==> src/rtl/cfgsum_pkg.sv <==
package cfgsum_pkg;

  // Strobes passed from the framing control to the datapath each cycle.
  typedef struct packed {
    logic firstWord;  // current word position is 0
    logic addWord;    // accepted word is added to the sum
    logic evaluate;   // accepted word closes the block (stored checksum)
    logic lengthOk;   // closing word carried last at the final position
  } ctlStrobe_t;

endpackage

==> src/rtl/cfgsum_datapath.sv <==
module cfgsum_datapath
  import cfgsum_pkg::*;
#(
  parameter int WORD_W = 16,
  parameter int ACC_W  = 32
) (
  input  logic              clk,
  input  logic              rstN,
  input  ctlStrobe_t        strb,
  input  logic [WORD_W-1:0] wordData,
  output logic              resultValid,
  output logic              resultPass
);

  localparam int PAD_W = ACC_W - WORD_W;

  logic [ACC_W-1:0] accReg;
  logic [ACC_W-1:0] sumSoFar;
  logic [ACC_W-1:0] wordWide;
  logic sumNonZero;
  logic lowMatch;

  // Sum of the words accepted before this one in the current block.
  assign sumSoFar    = strb.firstWord ? '0 : accReg;
  assign wordWide    = {{PAD_W{1'b0}}, wordData};
  assign sumNonZero  = |sumSoFar;
  assign lowMatch    = (sumSoFar[WORD_W-1:0] == wordData);

  always_ff @(posedge clk) begin
    if (!rstN) begin
      accReg <= '0;
    end else if (strb.addWord) begin
      accReg <= sumSoFar + wordWide;
    end
  end

  always_ff @(posedge clk) begin
    if (!rstN) begin
      resultValid <= 1'b0;
      resultPass  <= 1'b0;
    end else begin
      resultValid <= strb.evaluate;
      resultPass  <= strb.evaluate && strb.lengthOk && sumNonZero && lowMatch;
    end
  end

  AST_RESULT_TIMING: assert property (@(posedge clk) disable iff (!rstN)
    strb.evaluate |=> resultValid);
  AST_RESULT_ONLY_AFTER_CLOSE: assert property (@(posedge clk) disable iff (!rstN)
    resultValid |-> $past(strb.evaluate));
  AST_ZERO_SUM_FAILS: assert property (@(posedge clk) disable iff (!rstN)
    (strb.evaluate && (sumSoFar == '0)) |=> !resultPass);
  AST_SHORT_BLOCK_FAILS: assert property (@(posedge clk) disable iff (!rstN)
    (strb.evaluate && !strb.lengthOk) |=> !resultPass);
  AST_PASS_ONLY_VALID: assert property (@(posedge clk) disable iff (!rstN)
    resultPass |-> resultValid);
  AST_CHECKSUM_NOT_ADDED: assert property (@(posedge clk) disable iff (!rstN)
    !strb.addWord |=> $stable(accReg));

endmodule

==> config.mk <==
export PLATFORM = sky130hd
export DESIGN_NAME = cfgsum_datapath
export DESIGN_NICKNAME = d
export VERILOG_FILES = /design/src/rtl/cfgsum_pkg.sv /design/src/rtl/cfgsum_datapath.sv
export SDC_FILE = /design/constraint.sdc
export NUM_CORES = 1
export LEC_CHECK = 0
export BUFFER_PORTS_ARGS = -buffer_cell sky130_fd_sc_hd__buf_2
export CAP_MARGIN = 20
export CORE_ASPECT_RATIO = 0.5
export CORE_MARGIN = 2
export CORE_UTILIZATION = 25
export DETAILED_ROUTE_END_ITERATION = 8
export GPL_TIMING_DRIVEN = 0
export SYNTH_ARGS = -nofsm -noshare
export SYNTH_HDL_FRONTEND = slang
export SYNTH_SLANG_ARGS = --single-unit
export TNS_END_PERCENT = 100
==> constraint.sdc <==
create_clock -name clk -period 2.8 [get_ports clk]
set_clock_uncertainty 0.15 [all_clocks]
set_input_delay 0 -clock clk [delete_from_list [all_inputs] [get_ports clk]]
set_output_delay 0 -clock clk [all_outputs]
set_load 0.03 [all_outputs]
==> flow_summary.ini <==
[status]
status = finished, final reports clean

[floorplan]
rows = 26
die_y_um = 77.69
core-area_um2 = 10380
dieArea_um2 = 11760
initial_utilization_pct = 26.16
die_w_um = 151.4
ios = 24

[setup_path]
crit_type = flop to flop
timing.rr.start = accReg[1]
arrival_ps = 2680
setup.worst_path.start = accReg[1]
ff2ff_path_depth = 10
critPathLaunchType = flop
critPathCaptureType = flop
critPathRequiredTime_ps = 2820
path_max_fanout = 9
regToRegEndpoint = accReg[24]
ff2ff_setup_slack_ps = 150

[power]
p_int_mw = 0.9837
clockPowerShare_pct = 39.5
ir_worst_vdd_mv = 0.2807
swShare_pct = 29.67
seq_power_share_pct = 37.6
powerDensity_nw_per_um2 = 435.3
p_leak_nw = 1.250
comb_power_share_pct = 22.9
p_sw_mw = 0.4149
totalPowerFinal_mw = 1.399

[timing]
rsz0062_at_grt = no
report.final.slew_viol_count = 0
finalHoldViolations = 0
hold_slack_ps = 19.66
layout_min_cycle_time_ps = 2651
fmax_ghz = 0.3773
max_slew_margin_pct = 49.94
tightest_slew_ps = 750.8
period_share_pct = 94.67
setup_viol = 0

[clock_network]
clkTransAtPathRegs_ps = 50
cts_root_buffer = clkbuf_16
clock_latency_ps = 280
cts-buffers-inserted = 5
cts_tree = built
cts_num_sinks = 34
htree_levels = 2
clk_path_buf_depth = 2

[grt]
grt_overflow = 0
grt_pass1_vias = 2425
grtUsageTotal_pct = 13.40
antenna_found_initial = 0
grt_max_degree = 20
grt_pass1_wl_mm = 12.46

[detailed_routing]
dr.pass1.iters = 5
drt_wl_total_mm = 7.653
drt-vias-per-instance = 5.085
wl_per_cell_um = 14.77
first_iter_violations = 176
drc = 0
ant_nets = 0
via_count = 2634

[yosys]
yosysTopAreaCell = dfxtp_1
synth_area_um2 = 2715
synth_edf_count = 0
ys_types = 64
synth_ff_type = dfxtp_1
async_flop_share_pct = 0
synth.yosys.seq_area_share_pct = 25.07
synth.ff_latch_count = 34
synth_top_family_by_area = simple AND/OR/NAND/NOR gates
muxShareOfSynthArea_pct = 5.161
yosysWarnings = 0
synth_area_leaders = dfxtp_1 25%, ha_1 7.4%, nand2_1 5.7%
synthAdderAreaFrac_pct = 7.373
yosysMostFrequentCell = nand2_1
synthSimpleGateAreaFrac_pct = 31.66
synthXorXnorAreaFrac_pct = 5.161
avgSynthCellArea_um2 = 7.870
synth_top_area_share_pct = 25.07
synth_cells = 345
synth-compound-area-share_pct = 19.95
synth_top_cells_by_count = 41 x nand2_1, 34 x dfxtp_1, 27 x a21oi_1
syn_nets = 383

[placed_design]
portBuffers = 22
globalplace.congestion = 0.9060
dpl.hpwl_mm = 5.767
place_area_um2 = 3000

[finish]
design_area_um2 = 3213
areaGrowthSynthToFinish_pct = 18.34
fin_util_pct = 30.96
nets = 417
antenna_cells = 0
final_layout_size_suffix_gt1_share_pct = 16.14

[run]
cap_violations = 0

[hold_path]
hold_path_depth = 4
hold_end = accReg[0]
hp-class = input pin to flop
min_from = wordData[0]
## stage by stage
step / setup slack (ps) / cells / TNS (ps)
2_1_floorplan: 86.75 / 345 / 0
3_3_place_gp: -740.0 / 507 / -13020
3_5_place_dp: -727.3 / 507 / -13020
4_1_cts: 36.03 / 517 / 0
5_1_grt: 9.867 / 518 / 0
6_report: 149.3 / 518 / 0
## per-layer routing
metal	global-route usage, %	up-vias	share of wire [%]	wire length (µm)
met3	2.471	10	4.7	360
met2	21.72	58	44	3369
met1	18.48	1239	50	3824
li1	-	1327	-	-
met4	2.991	0	1.3	99
met5	0	-	0	0
## how the worst max path moves through the flow
stage	endpoint	slack, ps	depth (start not counted)
global route	accReg[24]	10	10
floorplan	accReg[24]	90	13
global placement	accReg[17]	-740	14
detailed placement	accReg[24]	-730	14
finish	accReg[24]	150	10
CTS	accReg[17]	40	13
## cells by family after synthesis
logic type      after synthesis
compound gates               81
mux                          14
xor+xnor                     16
buf+inv                      26
simple gates                158
fa+ha+maj                    16
flops                        34
## power groups by stage
stage               logic, mW  registers [mW]  clock network (mW)
finish                  0.320           0.526               0.553
CTS                     0.315           0.526               0.552
floorplan               0.230           0.531                   0
global placement        0.309           0.537                   0
detailed placement      0.311           0.536                   0
global route            0.354           0.529               0.571
## sequential cells by signal, summed over array words and instances, names as in the netlist
name,flops
resultValid,1
resultPass,1
accReg,32
## layout by cell type (no fill, tap or decap), types with 5 or more instances in the layout
cell type and instances:
clkbuf_1 7, clkbuf_16 5, dfxtp_1 34, nand3_1 18, nand4_1 9, nor4_1 13, a21oi_1 25, mux2i_1 14
nor3_1 5, ha_1 14, nor2b_1 19, dlygate4sd3_1 5, buf_2 25, xor2_1 5, buf_6 6, inv_1 5
nand2_1 41, xnor2_1 11, o21ai_1 6, o21ai_0 13, nor2_1 25
## critical path, stage by stage, from the launching register on
cell and delay [ps]:
dfxtp_1 420, nand2b_1 130, xnor2_1 210, ha_1 220, nor3_2 70, a221oi_4 320
o2111ai_2 140, nand2_2 160, a31oi_4 190, o311a_1 370, o21a_1 180
## cell type report
cell class                      count  area (µm²)
Timing Repair Buffer               28       167.7
Sequential cell                    34       680.7
Multi-Input combinational cell    285        1901
Fill cell                        1111        7164
Tap cell                          140       175.2
Clock buffer                        6       138.9
Buffer                             19       127.6
Inverter                            6       22.52
## repair_timing
action	in CTS	in global routing
hold endpoints to repair	6	0
hold buffers	5	0
gates resized for setup	0	8
endpoints found under the setup margin	22	15
setup buffers	0	1
pin swaps	0	1
Note: power is estimated with default switching activity, not from simulation.
